**config.mk**
```make
export PLATFORM = sky130hd
export DESIGN_NAME = paged_csr_decoder
export DESIGN_NICKNAME = d
export VERILOG_FILES = /design/src/rtl/csr_pkg.sv /design/src/rtl/csr_addr_decode.sv /design/src/rtl/csr_ctrl_reg.sv /design/src/rtl/csr_word_bank.sv /design/src/rtl/paged_csr_decoder.sv
export SDC_FILE = /design/constraint.sdc
export NUM_CORES = 2
export LEC_CHECK = 0
export ABC_AREA = 0
export BUFFER_PORTS_ARGS = -buffer_cell sky130_fd_sc_hd__buf_2
export CORE_MARGIN = 2
export CORE_UTILIZATION = 63
export CTS_CLUSTER_DIAMETER = 120
export CTS_CLUSTER_SIZE = 16
export DETAILED_ROUTE_END_ITERATION = 10
export GPL_TIMING_DRIVEN = 0
export HOLD_SLACK_MARGIN = 0.15
export PLACE_DENSITY = 0.8
export SETUP_SLACK_MARGIN = 0.2
export SYNTH_ARGS = -nofsm -noshare
export SYNTH_HDL_FRONTEND = slang
export SYNTH_SLANG_ARGS = --single-unit
```
**constraint.sdc**
```tcl
create_clock -name clk_i -period 3.1 [get_ports clk_i]
set_input_delay 0.155 -clock clk_i [delete_from_list [all_inputs] [get_ports clk_i]]
set_output_delay 0.155 -clock clk_i [all_outputs]
set_load 0.05 [all_outputs]
```
**src/rtl/csr_pkg.sv**
```systemverilog
package csr_pkg;
  localparam int unsigned DATA_W   = 32;
  localparam int unsigned ADDR_W   = 12;
  localparam int unsigned LOW_W    = 10;
  localparam int unsigned PAGE_W   = 6;
  localparam int unsigned PAGE_LSB = 13;
  localparam int unsigned EN_W     = 2;
  localparam logic [ADDR_W-1:0] CTRL_ADDR = 12'h808;

  typedef struct packed {
    logic is_paged;
    logic is_ctrl;
    logic scr_hit;
    logic pg_hit;
  } csr_sel_t;
endpackage

```
**src/rtl/csr_addr_decode.sv**
```systemverilog
module csr_addr_decode
  import csr_pkg::*;
#(
  parameter int unsigned PAGES        = 4,
  parameter int unsigned PAGE_WORDS   = 8,
  parameter int unsigned DIRECT_WORDS = 4,
  localparam int unsigned WA_W  = ADDR_W - 2,
  localparam int unsigned PP_W  = $clog2(PAGES),
  localparam int unsigned PW_W  = $clog2(PAGE_WORDS),
  localparam int unsigned SCR_W = $clog2(DIRECT_WORDS)
) (
  input  logic [WA_W-1:0]      waddr_i,
  input  logic [PAGE_W-1:0]    page_i,
  output csr_sel_t             sel_o,
  output logic [SCR_W-1:0]     scr_idx_o,
  output logic [PP_W+PW_W-1:0] pg_idx_o
);
  logic [LOW_W-3:0] pword;
  logic             marker;

  assign pword  = waddr_i[LOW_W-3:0];
  assign marker = &waddr_i[WA_W-1:LOW_W-2];

  always_comb begin
    sel_o.is_paged = marker;
    sel_o.is_ctrl  = !marker && (waddr_i == CTRL_ADDR[ADDR_W-1:2]);
    sel_o.scr_hit  = !marker && (32'(waddr_i) < DIRECT_WORDS);
    sel_o.pg_hit   = marker && (32'(page_i) < PAGES) && (32'(pword) < PAGE_WORDS);
  end

  assign scr_idx_o = waddr_i[SCR_W-1:0];
  assign pg_idx_o  = {page_i[PP_W-1:0], pword[PW_W-1:0]};
endmodule

```
**src/rtl/csr_ctrl_reg.sv**
```systemverilog
module csr_ctrl_reg
  import csr_pkg::*;
(
  input  logic              clk_i,
  input  logic              rst_ni,
  input  logic              wr_en_i,
  input  logic [EN_W-1:0]   en_d_i,
  input  logic [PAGE_W-1:0] page_d_i,
  output logic [DATA_W-1:0] ctrl_o,
  output logic [PAGE_W-1:0] page_o,
  output logic [EN_W-1:0]   pio_en_o
);
  logic [EN_W-1:0]   en_q;
  logic [PAGE_W-1:0] page_q;

  always_ff @(posedge clk_i or negedge rst_ni) begin
    if (!rst_ni) begin
      en_q   <= '0;
      page_q <= '0;
    end else if (wr_en_i) begin
      en_q   <= en_d_i;
      page_q <= page_d_i;
    end
  end

  always_comb begin
    ctrl_o                      = '0;
    ctrl_o[EN_W-1:0]            = en_q;
    ctrl_o[PAGE_LSB+:PAGE_W]    = page_q;
  end

  assign page_o   = page_q;
  assign pio_en_o = en_q;
endmodule

```
**src/rtl/csr_word_bank.sv**
```systemverilog
module csr_word_bank
  import csr_pkg::*;
#(
  parameter int unsigned WORDS = 8,
  localparam int unsigned IDX_W = $clog2(WORDS)
) (
  input  logic              clk_i,
  input  logic              rst_ni,
  input  logic              wr_en_i,
  input  logic [IDX_W-1:0]  idx_i,
  input  logic [DATA_W-1:0] wdata_i,
  output logic [DATA_W-1:0] rdata_o
);
  logic [DATA_W-1:0] mem_q [WORDS];
  logic [WORDS-1:0]  we_vec;

  for (genvar g = 0; g < WORDS; g++) begin : g_we
    assign we_vec[g] = wr_en_i && (idx_i == IDX_W'(g));
  end

  always_ff @(posedge clk_i or negedge rst_ni) begin
    if (!rst_ni) begin
      for (int i = 0; i < WORDS; i++) mem_q[i] <= '0;
    end else begin
      for (int i = 0; i < WORDS; i++) if (we_vec[i]) mem_q[i] <= wdata_i;
    end
  end

  assign rdata_o = mem_q[idx_i];
endmodule

```
**src/rtl/paged_csr_decoder.sv**
```systemverilog
module paged_csr_decoder
  import csr_pkg::*;
#(
  parameter int unsigned PAGES        = 4,
  parameter int unsigned PAGE_WORDS   = 8,
  parameter int unsigned DIRECT_WORDS = 4,
  localparam int unsigned PP_W  = $clog2(PAGES),
  localparam int unsigned PW_W  = $clog2(PAGE_WORDS),
  localparam int unsigned SCR_W = $clog2(DIRECT_WORDS)
) (
  input  logic              clk_i,
  input  logic              rst_ni,
  input  logic [11:0]       addr_i,
  input  logic              wr_en_i,
  input  logic              rd_en_i,
  input  logic [31:0]       wdata_i,
  output logic [31:0]       rdata_o,
  output logic [1:0]        pio_en_o
);
  csr_sel_t              sel;
  logic [SCR_W-1:0]      scr_idx;
  logic [PP_W+PW_W-1:0]  pg_idx;
  logic [PAGE_W-1:0]     page;
  logic [DATA_W-1:0]     ctrl_word, scr_rdata, pg_rdata, rd_val, rdata_q;
  logic                  unused_ok;

  assign unused_ok = ^{addr_i[1:0], sel.is_paged};

  csr_addr_decode #(
    .PAGES(PAGES), .PAGE_WORDS(PAGE_WORDS), .DIRECT_WORDS(DIRECT_WORDS)
  ) i_dec (
    .waddr_i  (addr_i[ADDR_W-1:2]),
    .page_i   (page),
    .sel_o    (sel),
    .scr_idx_o(scr_idx),
    .pg_idx_o (pg_idx)
  );

  csr_ctrl_reg i_ctrl (
    .clk_i   (clk_i),
    .rst_ni  (rst_ni),
    .wr_en_i (wr_en_i && sel.is_ctrl),
    .en_d_i  (wdata_i[EN_W-1:0]),
    .page_d_i(wdata_i[PAGE_LSB+:PAGE_W]),
    .ctrl_o  (ctrl_word),
    .page_o  (page),
    .pio_en_o(pio_en_o)
  );

  csr_word_bank #(.WORDS(DIRECT_WORDS)) i_scr (
    .clk_i  (clk_i),
    .rst_ni (rst_ni),
    .wr_en_i(wr_en_i && sel.scr_hit),
    .idx_i  (scr_idx),
    .wdata_i(wdata_i),
    .rdata_o(scr_rdata)
  );

  csr_word_bank #(.WORDS(PAGES * PAGE_WORDS)) i_pg (
    .clk_i  (clk_i),
    .rst_ni (rst_ni),
    .wr_en_i(wr_en_i && sel.pg_hit),
    .idx_i  (pg_idx),
    .wdata_i(wdata_i),
    .rdata_o(pg_rdata)
  );

  always_comb begin
    rd_val = '0;
    if (sel.is_ctrl)      rd_val = ctrl_word;
    else if (sel.scr_hit) rd_val = scr_rdata;
    else if (sel.pg_hit)  rd_val = pg_rdata;
  end

  // captured before same-edge writes land
  always_ff @(posedge clk_i or negedge rst_ni) begin
    if (!rst_ni)      rdata_q <= '0;
    else if (rd_en_i) rdata_q <= rd_val;
  end

  assign rdata_o = rdata_q;
endmodule

```
==> impl_metrics.json <==
{
  "crit_path_max_fanout": 10,
  "num-fill-cells": 5911,
  "stdcell_area_sq_um": 59700,
  "yosysUniqueCellTypes": 46,
  "dieHeight_um": 299,
  "post_drt_wl_per_cell_um": 32.9,
  "rrSetupSlack_ns": 0.09,
  "drive_gt1_share_pct": 45.4,
  "pwr-share-seq_pct": 56.2,
  "max_cap_violations": 0,
  "timing.rr.start": "i_ctrl.page_o[0]",
  "slowest_stage": "o31ai_2",
  "p_clk_share_pct": 37.1,
  "end_kind": "register",
  "worst_slew_pin_slew_ns": 1.29,
  "min_period_ns": 3.01,
  "antenna_found_initial": 7,
  "final_common_cell": "dfrtp_1",
  "path_clk_slew_ns": 0.07,
  "p_comb_share_pct": 6.7,
  "place_area_sq_um": 56800,
  "finalHoldViolCount": 0,
  "status": "finished clean",
  "num_io_pins": 82,
  "p_int_mw": 21.2,
  "grt_max_degree": 156,
  "gp_congestion": 0.986,
  "antenna_left": 0,
  "synth_top_cell_by_area": "dfrtp_1",
  "holdWs_ns": 0.100,
  "slew_violations": 0,
  "synthTopCellsByArea": "dfrtp_1 (54%), mux2_2 (19%), mux4_2 (8.3%)",
  "die_area_sq_um": 89300,
  "post-route-period-util_pct": 97.0,
  "skew_ns": 0.0216,
  "power.density_nw_per_um2": 468,
  "cts_tree": "yes",
  "clockRootBuffer": "clkbuf_16",
  "port_buffers": 68,
  "finalNetCount": 3794,
  "grt_pass1_wl_um": 238000,
  "cp.required_ns": 3.69,
  "start_util_pct": 63.3,
  "totalWireLength_um": 162000,
  "critPathMaxStageDelay_ns": 0.90,
  "cts_buffers": 84,
  "hpwl_um": 112000,
  "syn_to_final_growth_pct": 9.03,
  "start_kind": "register",
  "worstRegToRegCells": 6,
  "cts_buffer_depth": 3,
  "p_sw_mw": 6.76,
  "postSynthAreaPerCell_sq_um": 15.4,
  "slew_headroom_pct": 14.0,
  "grt_pass1_vias": 34600,
  "clkLatencyLatePin_ns": 0.66,
  "critPathTopFamily": "buffers and inverters",
  "clock.fmax_mhz": 333,
  "yosys_warnings": 0,
  "via_count": 33500,
  "finalPower_mw": 27.9,
  "async_flop_share_pct": 100,
  "synth.cell_area_sq_um": 54700,
  "p_sw_share_pct": 24.2,
  "path_cells": "buf_2 > buf_2 > clkbuf_2 > clkbuf_2 > o31ai_2 > a31o_2",
  "avgViaCountPerCell": 6.83,
  "path_buf_inv": 4,
  "synth_edf_count": 0,
  "final_cell_mix": "dfrtp_1 (1192), mux2_2 (927), mux4_2 (202)",
  "hold_path_class": "in -> async",
  "die_width_um": 299,
  "setup_viol": 0,
  "ys.flop_type": "dfrtp_1",
  "track_usage_pct": 36.8,
  "coreArea_sq_um": 86500,
  "grt-ovfl-total": 0,
  "synth-seq-cells": 1192,
  "first_pass_iters": 6,
  "synthCells": 3551,
  "arrival_ns": 3.60,
  "cts.sinks": 1192,
  "endpoint": "rdata_o[9]",
  "remaining_drc_errors": 0,
  "std_cell_rows": 108,
  "drt_first_iter_violations": 3891,
  "syn_nets": 3599,
  "leakage_nw": 29.3,
  "reg2reg_to": "rdata_o[9]",
  "worstSetupStartpoint": "i_ctrl.page_o[0]",
  "seq_area_frac_synth_pct": 54.5,
  "path_class": "reg -> reg",
  "worstSetupPathDepth": 6,
  "cts_max_level": 3,
  "synth.top_cell.area_share_pct": 54.5,
  "peakVddDrop_mv": 0.441,
  "rsz0062_at_grt": "true"
}
==> power groups by stage <==
stage | Combinational [mW] | Sequential, mW | Clock, mW
4_1_cts | 1.83 | 15.7 | 10.4
2_1_floorplan | 0.733 | 16.1 | 0
3_5_place_dp | 1.79 | 16.0 | 0
6_report | 1.87 | 15.7 | 10.4
5_1_grt | 1.97 | 15.7 | 11.0
3_3_place_gp | 1.73 | 16.0 | 0
==> final cells by class <==
| cell class | instances | area, sq um | area share [%] |
|---|---|---|---|
| flip-flops and latches | 1192 | 29800 | 50.0 |
| multi-input cells | 2009 | 23200 | 39.0 |
| clock buffers | 89 | 2230 | 3.73 |
| plain buffers | 350 | 2000 | 3.35 |
| well taps | 1155 | 1450 | 2.42 |
| repair buffers | 109 | 918 | 1.54 |
| clock inverters | 1 | 8.76 | 0.0147 |
| diodes | 1 | 2.50 | 0.00419 |
==> per-stage QoR <==
stage          std cells  setup TNS, ns  setup slack [ns]  utilization (%)
4_1_cts             4900              0            0.0130             68.7
2_1_floorplan       3551              0             0.965                -
3_3_place_gp        4774              -            -23.94             65.4
3_5_place_dp        4783         -57.19             -1.09             65.6
6_report            4906              0            0.0932             69.0
5_1_grt             4905              0             0.117             69.0
==> layer usage <==
layer	global-route usage, %	part of all wire, %	vias up
met5	0	0.023	-
met4	15.2	4.9	6
met3	11.9	11	426
met2	53.6	44	1633
met1	51.7	40	18000
li1	-	-	13500
==> worst reg2reg max path: cells and delay by family (launching register included) <==
family	cells	cell delay [ns]
AOI/OAI and AO/OA	2	1.20
buffers and inverters	4	1.34
DFF	1	0.39
==> worst min path at each step <==
| stage | startpoint | slack (ns) | end |
|---|---|---|---|
| 2_1_floorplan | rst_ni | -0.14 | i_ctrl.page_o[0] |
| 3_3_place_gp | i_pg.mem_q[465] | 0.46 | i_pg.mem_q[465] |
| 3_5_place_dp | rst_ni | 0.22 | i_pg.mem_q[16] |
| 4_1_cts | rst_ni | 0.15 | i_pg.mem_q[16] |
| 5_1_grt | rst_ni | 0.20 | i_pg.mem_q[336] |
| 6_report | rst_ni | 0.10 | i_pg.mem_q[80] |
==> synthesized netlist by cell type (all sizes together), types with 2 or more instances <==
cell type / n
mux2: 1211
dfrtp: 1192
buf: 203
mux4: 202
mux2i: 159
clkbuf: 147
nor2: 90
a21oi: 52
o22ai: 50
o221ai: 32
a211oi: 30
nand2: 29
o21ai: 28
a31o: 27
o31ai: 19
nand3: 12
a22oi: 11
a221o: 8
nor2b: 7
nor3: 6
a2111oi: 5
and3: 5
nand2b: 5
and2: 3
nand3b: 3
a21o: 2
a221oi: 2
and3b: 2
nor4: 2
o311ai: 2
==> flip-flops by register name, indices dropped and copies added, names as in the netlist <==
register         flops
i_ctrl.page_o        6
i_ctrl.pio_en_o      2
i_pg.mem_q        1024
i_scr.mem_q        128
rdata_o             32
==> timing repair <==
item	CTS	global route
setup endpoints to repair	760	541
endpoints found under the hold margin	300	0
resized for setup	42	80
hold buffers	27	0
pin swaps	0	2
buffers inserted	0	5
==> cell families after synthesis <==
kind of cell,Yosys count,synth area share [%]
AOI/OAI and AO/OA,270,3.42
buffers and inverters,350,3.47
DFF,1192,54.5
muxes,1572,37.0
and+or+nand+nor,167,1.66
Power figures use the tool's default switching activity.
